===== config.mk =====
export PLATFORM = sky130hd
export DESIGN_NAME = dvq_qualifier
export DESIGN_NICKNAME = d
export VERILOG_FILES = /design/src/rtl/dvq_pkg.sv /design/src/rtl/dvq_rst_sync.sv /design/src/rtl/dvq_lane_cmp.sv /design/src/rtl/dvq_group_eval.sv /design/src/rtl/dvq_qualifier.sv
export SDC_FILE = /design/constraint.sdc
export NUM_CORES = 1
export LEC_CHECK = 0
export CELL_PAD_IN_SITES_DETAIL_PLACEMENT = 1
export CELL_PAD_IN_SITES_GLOBAL_PLACEMENT = 1
export CORE_MARGIN = 2
export CORE_UTILIZATION = 14
export CTS_BUF_LIST = sky130_fd_sc_hd__clkbuf_4
export DETAILED_ROUTE_END_ITERATION = 16
export GPL_TIMING_DRIVEN = 0
export MAX_ROUTING_LAYER = met4
export PLACE_DENSITY = 0.81
export SETUP_SLACK_MARGIN = 0.02
export SYNTH_ARGS = -nofsm -noshare
export SYNTH_HDL_FRONTEND = slang
export SYNTH_SLANG_ARGS = --single-unit

===== constraint.sdc =====
create_clock -name clk -period 0.8 [get_ports clk]
set_clock_uncertainty 0.15 [all_clocks]
set_input_delay 0.2 -clock clk [delete_from_list [all_inputs] [get_ports clk]]
set_output_delay 0.2 -clock clk [all_outputs]
set_load 0.03 [all_outputs]

===== src/rtl/dvq_pkg.sv =====
package dvq_pkg;

  // Combination mode of the per-lane results; encoding is fixed by the port contract
  typedef enum logic [1:0] {
    QM_PASS = 2'b00,
    QM_ALL  = 2'b01,
    QM_ANY  = 2'b10,
    QM_HALF = 2'b11
  } qual_mode_e;

endpackage


===== src/rtl/dvq_rst_sync.sv =====
module dvq_rst_sync #(
  parameter int STAGES = 2
) (
  input  logic clk,
  input  logic rst_ni,
  output logic rst_sync_no
);

  logic [STAGES-1:0] sync_q;
  logic [STAGES-1:0] sync_d;

  always_comb begin
    sync_d = {sync_q[STAGES-2:0], 1'b1};
  end

  always_ff @(posedge clk or negedge rst_ni) begin
    if (!rst_ni) begin
      sync_q <= '0;
    end else begin
      sync_q <= sync_d;
    end
  end

  assign rst_sync_no = sync_q[STAGES-1];

endmodule


===== src/rtl/dvq_lane_cmp.sv =====
module dvq_lane_cmp #(
  parameter int DATA_W = 64,
  parameter int LANE_W = 8,
  localparam int NUM_LANES = DATA_W / LANE_W
) (
  input  logic [DATA_W-1:0]    data_i,
  input  logic [DATA_W-1:0]    ref_i,
  output logic [NUM_LANES-1:0] lane_eq_o
);

  // One equality comparator per byte lane, shared by every mode
  for (genvar g = 0; g < NUM_LANES; g++) begin : g_lane
    assign lane_eq_o[g] = (data_i[g*LANE_W +: LANE_W] == ref_i[g*LANE_W +: LANE_W]);
  end

endmodule


===== src/rtl/dvq_group_eval.sv =====
module dvq_group_eval #(
  parameter int NUM_LANES   = 8,
  parameter int GROUP_LANES = 2,
  localparam int NUM_GROUPS = NUM_LANES / GROUP_LANES
) (
  input  logic [NUM_LANES-1:0] lane_eq_i,
  input  logic [NUM_LANES-1:0] lane_en_i,
  output logic                 all_ok_o,
  output logic                 any_ok_o,
  output logic                 grp_ok_o
);

  logic [NUM_LANES-1:0]  hit_en;
  logic [NUM_LANES-1:0]  miss_en;
  logic [NUM_GROUPS-1:0] grp_ok_vec;

  assign hit_en  = lane_eq_i & lane_en_i;
  assign miss_en = ~lane_eq_i & lane_en_i;

  // Vacuous truth on an empty mask is intended for the all-lanes mode
  assign all_ok_o = ~|miss_en;
  assign any_ok_o = |hit_en;

  // A group counts only if it has at least one enabled lane and no enabled miss
  for (genvar k = 0; k < NUM_GROUPS; k++) begin : g_grp
    assign grp_ok_vec[k] = (|lane_en_i[k*GROUP_LANES +: GROUP_LANES]) &
                           ~(|miss_en[k*GROUP_LANES +: GROUP_LANES]);
  end

  assign grp_ok_o = |grp_ok_vec;

endmodule


===== src/rtl/dvq_qualifier.sv =====
module dvq_qualifier
  import dvq_pkg::*;
#(
  parameter int DATA_W      = 64,
  parameter int LANE_W      = 8,
  parameter int GROUP_LANES = 2,
  localparam int NUM_LANES  = DATA_W / LANE_W
) (
  input  logic                 clk,
  input  logic                 rst_ni,
  input  logic                 acc_valid_i,
  input  logic                 addr_hit_i,
  input  logic [DATA_W-1:0]    acc_data_i,
  input  logic [DATA_W-1:0]    cmp_value_i,
  input  logic [NUM_LANES-1:0] lane_en_i,
  input  logic [1:0]           qual_mode_i,
  output logic                 dbg_event_o
);

  logic                 rst_sync_n;
  logic [NUM_LANES-1:0] lane_eq;
  logic                 all_ok;
  logic                 any_ok;
  logic                 grp_ok;
  logic                 cond_met;
  qual_mode_e           mode;
  logic                 evt_d;
  logic                 evt_en;
  logic                 evt_q;

  dvq_rst_sync #(
    .STAGES(2)
  ) u_rst_sync (
    .clk        (clk),
    .rst_ni     (rst_ni),
    .rst_sync_no(rst_sync_n)
  );

  dvq_lane_cmp #(
    .DATA_W(DATA_W),
    .LANE_W(LANE_W)
  ) u_lane_cmp (
    .data_i   (acc_data_i),
    .ref_i    (cmp_value_i),
    .lane_eq_o(lane_eq)
  );

  dvq_group_eval #(
    .NUM_LANES  (NUM_LANES),
    .GROUP_LANES(GROUP_LANES)
  ) u_group_eval (
    .lane_eq_i(lane_eq),
    .lane_en_i(lane_en_i),
    .all_ok_o (all_ok),
    .any_ok_o (any_ok),
    .grp_ok_o (grp_ok)
  );

  assign mode = qual_mode_e'(qual_mode_i);

  always_comb begin
    unique case (mode)
      QM_PASS: cond_met = 1'b1;
      QM_ALL:  cond_met = all_ok;
      QM_ANY:  cond_met = any_ok;
      QM_HALF: cond_met = grp_ok;
      default: cond_met = 1'b0;
    endcase
  end

  // Next state: load on an access, or clear a pending pulse
  always_comb begin
    evt_d  = acc_valid_i & addr_hit_i & cond_met;
    evt_en = acc_valid_i | evt_q;
  end

  always_ff @(posedge clk or negedge rst_sync_n) begin
    if (!rst_sync_n) begin
      evt_q <= 1'b0;
    end else if (evt_en) begin
      evt_q <= evt_d;
    end
  end

  assign dbg_event_o = evt_q;

endmodule


==> results of run 1 <==
## critical path, stage by stage
cell	delay (ns)
clkdlybuf4s15_2	0.19
xor2_2	0.15
nor4_4	0.29
nand2_1	0.15
a2111oi_4	0.30
a311oi_1	0.13
nor4_1	0.27
## final timing paths
check	from	endpoint	slack [ns]	cells past startpoint
max reg2reg	u_rst_sync.sync_q[0]	u_rst_sync.sync_q[1]	0.18	0
max in group asynchronous	rst_ni	u_rst_sync.sync_q[0]	0.38	1
min in group clk	u_rst_sync.sync_q[0]	u_rst_sync.sync_q[1]	0.20	0
min reg2reg	u_rst_sync.sync_q[1]	dbg_event_o	-0.15	0
min	u_rst_sync.sync_q[1]	dbg_event_o	-0.15	0
max	cmp_value_i[2]	dbg_event_o	-0.93	7
## layer usage
metal | up-vias | track usage [%] | part of all wire (%)
li1 | 730 | - | -
met2 | 80 | 23.97 | 56
met4 | 0 | 4.196 | 1.9
met1 | 688 | 11.38 | 33
met3 | 6 | 2.451 | 8.9
met5 | - | - | 0
## Yosys cell counts (2+ instances only)
cell / n
a21oi_1: 2
dfrtp_1: 3
a211oi_1: 3
nor4_2: 3
a21boi_1: 2
nor2_1: 4
nor4_1: 14
xor2_1: 64
nand2_1: 4
nand3_1: 10
a21boi_0: 3
## through the flow
| step | setup TNS, ns | cells |
|---|---|---|
| CTS | -1.213 | 370 |
| floorplan | -0.9174 | 120 |
| global placement | -2.125 | 358 |
| detailed placement | -2.112 | 358 |
| global route | -1.380 | 372 |
| finish | -1.208 | 372 |
## cell type report
cell class | instances | area share [%]
inverters | 1 | 0.1431
multi-input cells | 116 | 44.18
clock buffers | 4 | 1.145
flip-flops and latches | 3 | 2.863
repair buffers | 152 | 47.09
well taps | 96 | 4.580
## cells by family after synthesis
kind of cell | count (synthesis)
other | 1
buffers and inverters | 1
xor gates and xnor gates | 64
and+or+nand+nor | 38
DFF | 3
AOI/OAI and AO/OA | 13
## flip-flops by register name, indices dropped and copies added (netlist names)
name,count
u_rst_sync.sync_q,2
dbg_event_o,1
## power by group through the flow
stage | Combinational [mW] | Sequential (mW) | Clock (mW)
2_1_floorplan | 0.304 | 0.169 | 0
3_3_place_gp | 1.10 | 0.164 | 0
3_5_place_dp | 1.14 | 0.165 | 0
4_1_cts | 1.06 | 0.164 | 0.308
5_1_grt | 1.20 | 0.164 | 0.322
6_report | 1.11 | 0.163 | 0.293
## timing repair
item                                   CTS  global route
pin swaps                               88            16
setup buffers                            8             2
setup endpoints to repair                2             2
resized for setup                      267            28
endpoints found under the hold margin    3             3
==> impl_metrics.tcl, run 1 <==
set metrics [dict create \
    status "complete, but fails checks" \
    violations "hold timing, setup timing" \
    synth_top_cell_area_share_pct 57.00 \
    max_freq_ghz 0.5794 \
    cp_data_required_time_ns 0.77 \
    ir_drop_uv 196.8 \
    ys.flop_type "dfrtp_1" \
    gr-total-overflow 0 \
    fin_crit_sh_pct 215.7 \
    num_rows 30 \
    cts.sinks 3 \
    cts_tree "yes" \
    cts.path.max_buffers 2 \
    yosys-top-cells-area "xor2_1 57%, nor4_1 8.9%, dfrtp_1 7.6%" \
    synth-edff-count 0 \
    grt_max_degree 5 \
    synthArstFlopShare_pct 100.0 \
    hold_path.class "reg -> async" \
    crit_arrival_ns 1.70 \
    drive_gt1_share_pct 34.78 \
    wl_per_cell_um 13.41 \
    die-area_um2 7711 \
    p_comb_share_pct 70.9 \
    hpwl_um 4427 \
    rsz0062_at_grt "true" \
    grt_pass1_vias 1707 \
    grt_usage_pct 12.11 \
    power_frac_clock_pct 18.7 \
    clock_latency_ns 0.23 \
    p_leak_nw 1.165 \
    seqPwrFrac_pct 10.4 \
    boundaryPins 143 \
    synth_top_family_by_area "XOR/XNOR gates" \
    synth_mux_area_share_pct 0 \
    synth_cell_types 19 \
    start_kind "input port" \
    drtAntennaViolNets 0 \
    drtIter0Drc 17 \
    hold_viol 3 \
    numCtsBuffers 3 \
    htreeDepth 1 \
    powerDensity_nw_per_um2 597.8 \
    seq_area_um2 75.07 \
    synth_xor_area_share_pct 57.00 \
    fin_crit_ns 1.726 \
    finalPower_mw 1.568 \
    maxCapViolCount 0 \
    final_cell_mix "62 x dlygate4sd2_1, 53 x xor2_1, 30 x buf_2" \
    gp_congestion 0.6186 \
    mostFrequentLayoutCell "dlygate4sd2_1" \
    worst-setup-path-type "in -> reg" \
    drc 0 \
    p_int_mw 1.021 \
    yosys.area_share.simple_pct 24.17 \
    core_area_um2 6794 \
    final_area_um2 2623 \
    switching_share_pct 34.87 \
    hold_slack_ns -0.1455 \
    post-synth-top-area-cell "xor2_1" \
    yosysSeqAreaShare_pct 7.634 \
    fp.dieW_um 87.81 \
    path_clk_slew_ns 0.04 \
    area_delta_synth_final_pct 166.7 \
    synthAdderAreaFrac_pct 0 \
    antenna_found_initial 0 \
    synth_cells 120 \
    fillers 819 \
    viasPerCell 4.043 \
    place_ws_ns -1.580 \
    diodes 0 \
    ys_warn_count 0 \
    cts_root_buf "clkbuf_4" \
    start_util_pct 14.48 \
    fin_nets 419 \
    synth_compound_area_share_pct 10.43 \
    wl_um 4987 \
    vias 1504 \
    multiInputGateArea_um2 1159 \
    synth_area_um2 983.4 \
    io_buffers 142 \
    p_sw_mw 0.5467 \
    post-route-util_pct 38.60 \
    setup_ws_ns -0.9259 \
    end_kind "flip-flop" \
    worstPathMaxFanout 2 \
    grt_pass1_wl_um 7093 \
    ys_ff_latch 3 \
    finalSetupViolations 2 \
    syn_nets 262 \
    dr.pass1.iters 2 \
    maxSlewViolCount 0 \
    placed_area_um2 2525 \
    die_y_um 87.81 \
    avgSynthCellArea_um2 8.195 \
]
Power figures use the tool's default switching activity.
==> run 2, diff against run 1 <==
--- a/config.mk
+++ b/config.mk
@@ -5,6 +5,7 @@
 export SDC_FILE = /design/constraint.sdc
 export NUM_CORES = 1
 export LEC_CHECK = 0
+export ABC_AREA = 0
 export CELL_PAD_IN_SITES_DETAIL_PLACEMENT = 1
 export CELL_PAD_IN_SITES_GLOBAL_PLACEMENT = 1
 export CORE_MARGIN = 2
@@ -13,8 +14,9 @@
 export DETAILED_ROUTE_END_ITERATION = 16
 export GPL_TIMING_DRIVEN = 0
 export MAX_ROUTING_LAYER = met4
-export PLACE_DENSITY = 0.81
+export PLACE_DENSITY = 0.82
 export SETUP_SLACK_MARGIN = 0.02
 export SYNTH_ARGS = -nofsm -noshare
 export SYNTH_HDL_FRONTEND = slang
+export SYNTH_HIERARCHICAL = 1
 export SYNTH_SLANG_ARGS = --single-unit
==> impl_metrics.tcl, run 2 <==
set metrics [dict create \
    status "complete, but fails checks" \
    violations "hold timing, setup timing" \
    fin_nets 412 \
    syn_nets 259 \
    hpwl_um 4128 \
    maxCapViolCount 0 \
    num_rows 30 \
    gr-total-overflow 0 \
    rrSetupSlack_ns 0.17 \
    r2r_end "u_rst_sync/sync_q[1]" \
    gp_congestion 0.6983 \
    final_cell_mix "41 x buf_2, 37 x xnor2_1, 32 x clkdlybuf4s15_1" \
    finalPower_mw 1.630 \
    numCtsBuffers 3 \
    start_util_pct 14.34 \
    cp_data_required_time_ns 0.79 \
    fin_crit_sh_pct 199.2 \
    cts.path.max_buffers 2 \
    regMostFlops "u_rst_sync/sync_q" \
    mostFrequentLayoutCell "buf_2" \
    end_kind "flip-flop" \
    avgSynthCellArea_um2 8.234 \
    cpMostUsedCell "nand4_1" \
    grt_pass1_wl_um 7162 \
    drive_gt1_share_pct 46.47 \
    hold_path.class "reg -> async" \
    viasPerCell 4.112 \
    crit_chain "buf_6 -> xnor2_2 -> nand4_1 -> nor2_2 -> nand2b_4 -> nand4_1 -> nor4bb_2 -> mux2i_1 -> a211oi_2" \
    multiInputGateArea_um2 1156 \
    core_area_um2 6719 \
    fin_crit_ns 1.594 \
    vias 1435 \
    area_delta_synth_final_pct 173.0 \
    die-area_um2 7561 \
    diodes 0 \
    crit_arrival_ns 1.58 \
    worstPathMaxFanout 2 \
    hold_slack_ns -0.1497 \
    synth-edff-count 0 \
    cts_tree "yes" \
    largest_reg_flops 2 \
    place_ws_ns -1.465 \
    rsz0062_at_grt "true" \
    yosys.cell_count.top_type "xnor2_1" \
    finalSetupTns_ns -1.067 \
    yosysSeqAreaShare_pct 7.792 \
    die_y_um 86.96 \
    crit_slowest_cell "nor4bb_2" \
    dr.pass1.iters 4 \
    grt_usage_pct 12.11 \
    netlist_top_cells_count "64 x xnor2_1, 18 x nand4_1, 9 x nor2_1, 4 x a22oi_1, 4 x nand2b_2" \
    maxSlewViolCount 0 \
    cts_root_buf "clkbuf_4" \
    drc 0 \
    ys_warn_count 6 \
    boundaryPins 143 \
    ys.flop_type "dfrtp_1" \
    path_clk_slew_ns 0.04 \
    powerDensity_nw_per_um2 619.7 \
    max_stage_delay_ns 0.28 \
    setup_ws_ns -0.7938 \
    ir_drop_uv 230.9 \
    grt_pass1_vias 1700 \
    post-synth-top-area-cell "xnor2_1" \
    rr_worst_depth 0 \
    drtIter0Drc 26 \
    wl_um 4721 \
    worst-setup-path-type "in -> reg" \
    synth_cell_types 18 \
    start_kind "input port" \
    p_leak_nw 1.134 \
    io_buffers 142 \
    yosys-top-cells-area "xnor2_1 58%, nand4_1 12%, dfrtp_1 7.8%" \
    seq_area_um2 75.07 \
    ys_ff_latch 3 \
    htreeDepth 1 \
    grt_max_degree 4 \
    wl_per_cell_um 13.53 \
    drtAntennaViolNets 0 \
    max_freq_ghz 0.6274 \
    cts.sinks 3 \
    synth_cells 117 \
    clock_latency_ns 0.23 \
    antenna_found_initial 0 \
    synth_top_cell_area_share_pct 58.18 \
    hold_viol 3 \
    synthArstFlopShare_pct 100.0 \
    reg2reg_from "u_rst_sync/sync_q[0]" \
    fp.dieW_um 86.96 \
    synth_area_um2 963.4 \
    fillers 789 \
    finalSetupViolations 2 \
]
## run 2: cell types whose count changed in the layout (fill, tap and decap cells not counted), moves of 9 or more
cell | before | now
buf_6 | 4 | 25
xor2_1 | 53 | 0
nand4_1 | 1 | 18
nand3_1 | 10 | 0
buf_2 | 30 | 41
clkbuf_2 | 9 | 0
xor2_2 | 11 | 0
nor4_2 | 10 | 0
xnor2_1 | 0 | 37
clkdlybuf4s15_1 | 14 | 32
xnor2_2 | 0 | 26
dlygate4sd2_1 | 62 | 28
## run 2: through the flow
| stage | area, um^2 | std cells | util [%] |
|---|---|---|---|
| after floorplan | 968.4 | 117 | - |
| after global placement | 2490 | 339 | 37.06 |
| after detailed placement | 2490 | 339 | 37.06 |
| after CTS | 2379 | 345 | 35.40 |
| after global routing | 2630 | 349 | 39.14 |
| final | 2630 | 349 | 39.14 |
## run 2: layout make-up
cell class              count  area share, %
clock buffers               4          1.142
inverters                   2         0.2854
multi-input cells         112          43.96
flip-flops and latches      3          2.854
well taps                  80          3.806
repair buffers            148          47.95
## run 2: timing repair
item,CTS,global route
pin swaps,93,31
cloned,0,0
setup buffers,2,4
endpoints found under the hold margin,3,3
setup endpoints to repair,2,2
gates resized for setup,375,36
## run 2: how the worst max path moves through the flow
stage	startpoint	end	depth (start not counted)
2_1_floorplan	cmp_value_i[58]	dbg_event_o	8
3_3_place_gp	cmp_value_i[36]	dbg_event_o	9
3_5_place_dp	acc_data_i[34]	dbg_event_o	9
4_1_cts	acc_data_i[34]	dbg_event_o	9
5_1_grt	cmp_value_i[44]	dbg_event_o	9
6_report	cmp_value_i[60]	dbg_event_o	9
## run 2: per-layer routing
layer  up-vias  GRT usage (%)  share of wire (%)
met4         0          3.409                2.0
met5         -              -                  0
met3         6          2.464                 11
li1        713              -                  -
met1       632          11.34                 31
met2        84          24.36                 56
## run 2: critical path, delay by kind of cell
kind	cells	cell delay (ns)
buffers and inverters	1	0.09
multiplexers	1	0.13
AO/OA/AOI/OAI	1	0.18
AND/OR/NAND/NOR	5	0.81
XOR/XNOR	1	0.15
## run 2: logic make-up (layout without fill, tap and decap cells)
| group | count (synthesis) | count (layout) | share of synthesized area, % |
|---|---|---|---|
| compound gates | 10 | 10 | 8.312 |
| other cells | 1 | 1 | 0.3892 |
| simple gates | 36 | 36 | 23.51 |
| mux | 1 | 1 | 1.039 |
| buf+inv | 2 | 154 | 0.7785 |
| xor+xnor | 64 | 64 | 58.18 |
| flops | 3 | 3 | 7.792 |
## run 2: where the power goes
part	leakage, nW	internal, mW	switching (mW)
registers	0.0368	0.160	0.00271
logic	1.08	0.787	0.387
clock network	0.0184	0.220	0.0729
total	1.13	1.17	0.463
==> run 3, diff against run 2 <==
--- a/config.mk
+++ b/config.mk
@@ -7,10 +7,11 @@
 export LEC_CHECK = 0
 export ABC_AREA = 0
 export CELL_PAD_IN_SITES_DETAIL_PLACEMENT = 1
-export CELL_PAD_IN_SITES_GLOBAL_PLACEMENT = 1
+export CELL_PAD_IN_SITES_GLOBAL_PLACEMENT = 2
 export CORE_MARGIN = 2
-export CORE_UTILIZATION = 14
+export CORE_UTILIZATION = 10
 export CTS_BUF_LIST = sky130_fd_sc_hd__clkbuf_4
+export CTS_CLUSTER_SIZE = 24
 export DETAILED_ROUTE_END_ITERATION = 16
 export GPL_TIMING_DRIVEN = 0
 export MAX_ROUTING_LAYER = met4
==> impl_metrics.tcl, run 3 (synthesis results as in run 2) <==
set metrics [dict create \
    mostFrequentLayoutCell "clkdlybuf4s50_1" \
    gp_congestion 0.6918 \
    fin_crit_ns 1.973 \
    max_freq_ghz 0.5067 \
    placed_area_um2 2551 \
    maxSlewViolCount 0 \
    die-area_um2 10440 \
    end_kind "flip-flop" \
    regMostFlops "u_rst_sync/sync_q" \
    area_delta_synth_final_pct 170.1 \
    grt_pass1_vias 1469 \
    viasPerCell 3.560 \
    drive_gt1_share_pct 7.197 \
    clock_latency_ns 0.23 \
    largest_reg_flops 2 \
    violations "hold timing, setup timing" \
    drtIter0Drc 9 \
    drc 0 \
    p_leak_nw 0.8302 \
    crit_family "simple AND/OR/NAND/NOR gates" \
    worstPathMaxFanout 2 \
    hold_path.class "reg -> async" \
    diodes 0 \
    crit_arrival_ns 1.97 \
    dr.pass1.iters 4 \
    setup_ws_ns -1.173 \
    fin_nets 407 \
    core_area_um2 9284 \
    vias 1399 \
    gr-total-overflow 0 \
    cpMostUsedCell "nand4_1" \
    wl_um 4264 \
    num_rows 35 \
    fp.dieW_um 102.2 \
    maxCapViolCount 0 \
    fin_crit_sh_pct 246.7 \
    hpwl_um 4147 \
    final_area_um2 2603 \
    antenna_found_initial 0 \
    grt_max_degree 4 \
    powerDensity_nw_per_um2 625.3 \
    die_y_um 102.2 \
    numCtsBuffers 3 \
    fillers 1127 \
    grt_pass1_wl_um 6451 \
    start_kind "input port" \
    htreeDepth 1 \
    cts.path.max_buffers 2 \
    wl_per_cell_um 10.85 \
    cts_tree "yes" \
    crit_chain "clkdlybuf4s50_1 -> xnor2_1 -> nand4_1 -> nor2_2 -> nand2b_2 -> nand4_1 -> nor4bb_2 -> mux2i_1 -> a211oi_2" \
    rrSetupSlack_ns 0.20 \
    cp_data_required_time_ns 0.80 \
    place_ws_ns -1.511 \
    status "complete, but fails checks" \
    boundaryPins 143 \
    cts_root_buf "clkbuf_4" \
    ir_drop_uv 289.8 \
    start_util_pct 10.38 \
    final_cell_mix "141 x clkdlybuf4s50_1, 64 x xnor2_1, 18 x nand4_1" \
    worst-setup-path-type "in -> reg" \
    drtAntennaViolNets 0 \
    max_stage_delay_ns 0.48 \
    post-route-util_pct 28.03 \
    hold_slack_ns -0.1455 \
    cts.sinks 3 \
    grt_usage_pct 7.971 \
    io_buffers 142 \
    path_clk_slew_ns 0.04 \
    rsz0062_at_grt "true" \
    crit_slowest_cell "clkdlybuf4s50_1" \
    finalSetupViolations 2 \
    crit_buf_inv 1 \
    hold_viol 3 \
]
## run 3: what timing repair did
item	4_1_cts	5_1_grt
buffers inserted	0	1
resized for setup	10	2
hold endpoints to repair	3	3
pin swaps	2	3
endpoints found under the setup margin	2	2
## run 3: per-stage QoR
stage	setup TNS (ns)	hold slack, ns	instances	total power, mW
3_5_place_dp	-2.019	-0.1471	388	1.337
2_1_floorplan	-0.7610	-0.2456	117	0.5244
4_1_cts	-1.494	-0.1440	392	1.656
6_report	-1.453	-0.1455	393	1.627
5_1_grt	-1.628	-0.1371	393	1.756
3_3_place_gp	-1.989	-0.1526	388	1.315
## run 3: routing by layer
| layer | track usage (%) | up-vias | part of all wire [%] |
|---|---|---|---|
| li1 | - | 704 | - |
| met1 | 8.453 | 610 | 37 |
| met2 | 15.33 | 85 | 52 |
| met3 | 2.120 | 0 | 12 |
| met4 | 0.6154 | 0 | 0 |
| met5 | - | - | 0 |
## run 3: path summary, 6_finish.rpt
kind / from / endpoint / cells past startpoint
worst max-delay path: cmp_value_i[50] / dbg_event_o / 9
worst min-delay path: u_rst_sync/sync_q[1] / dbg_event_o / 0
worst max register to register: u_rst_sync/sync_q[0] / u_rst_sync/sync_q[1] / 0
worst min register to register: u_rst_sync/sync_q[1] / dbg_event_o / 0
max in group asynchronous: rst_ni / u_rst_sync/sync_q[0] / 1
min in group clk: u_rst_sync/sync_q[0] / u_rst_sync/sync_q[1] / 0
## run 3: report_power, final
part / internal, mW / switching (mW) / total (mW)
logic: 0.859 / 0.308 / 1.17
registers: 0.160 / 0.00253 / 0.163
clock network: 0.221 / 0.0771 / 0.298
total: 1.24 / 0.388 / 1.63
## run 3: final cells by class
class	instances	area, um^2	area share (%)
sequential	3	75.07	2.885
tap	129	161.4	6.202
inverter	2	7.507	0.2885
clock buffer	4	30.03	1.154
multi-input combinational	112	898.4	34.52
timing repair buffer	143	1430	54.95
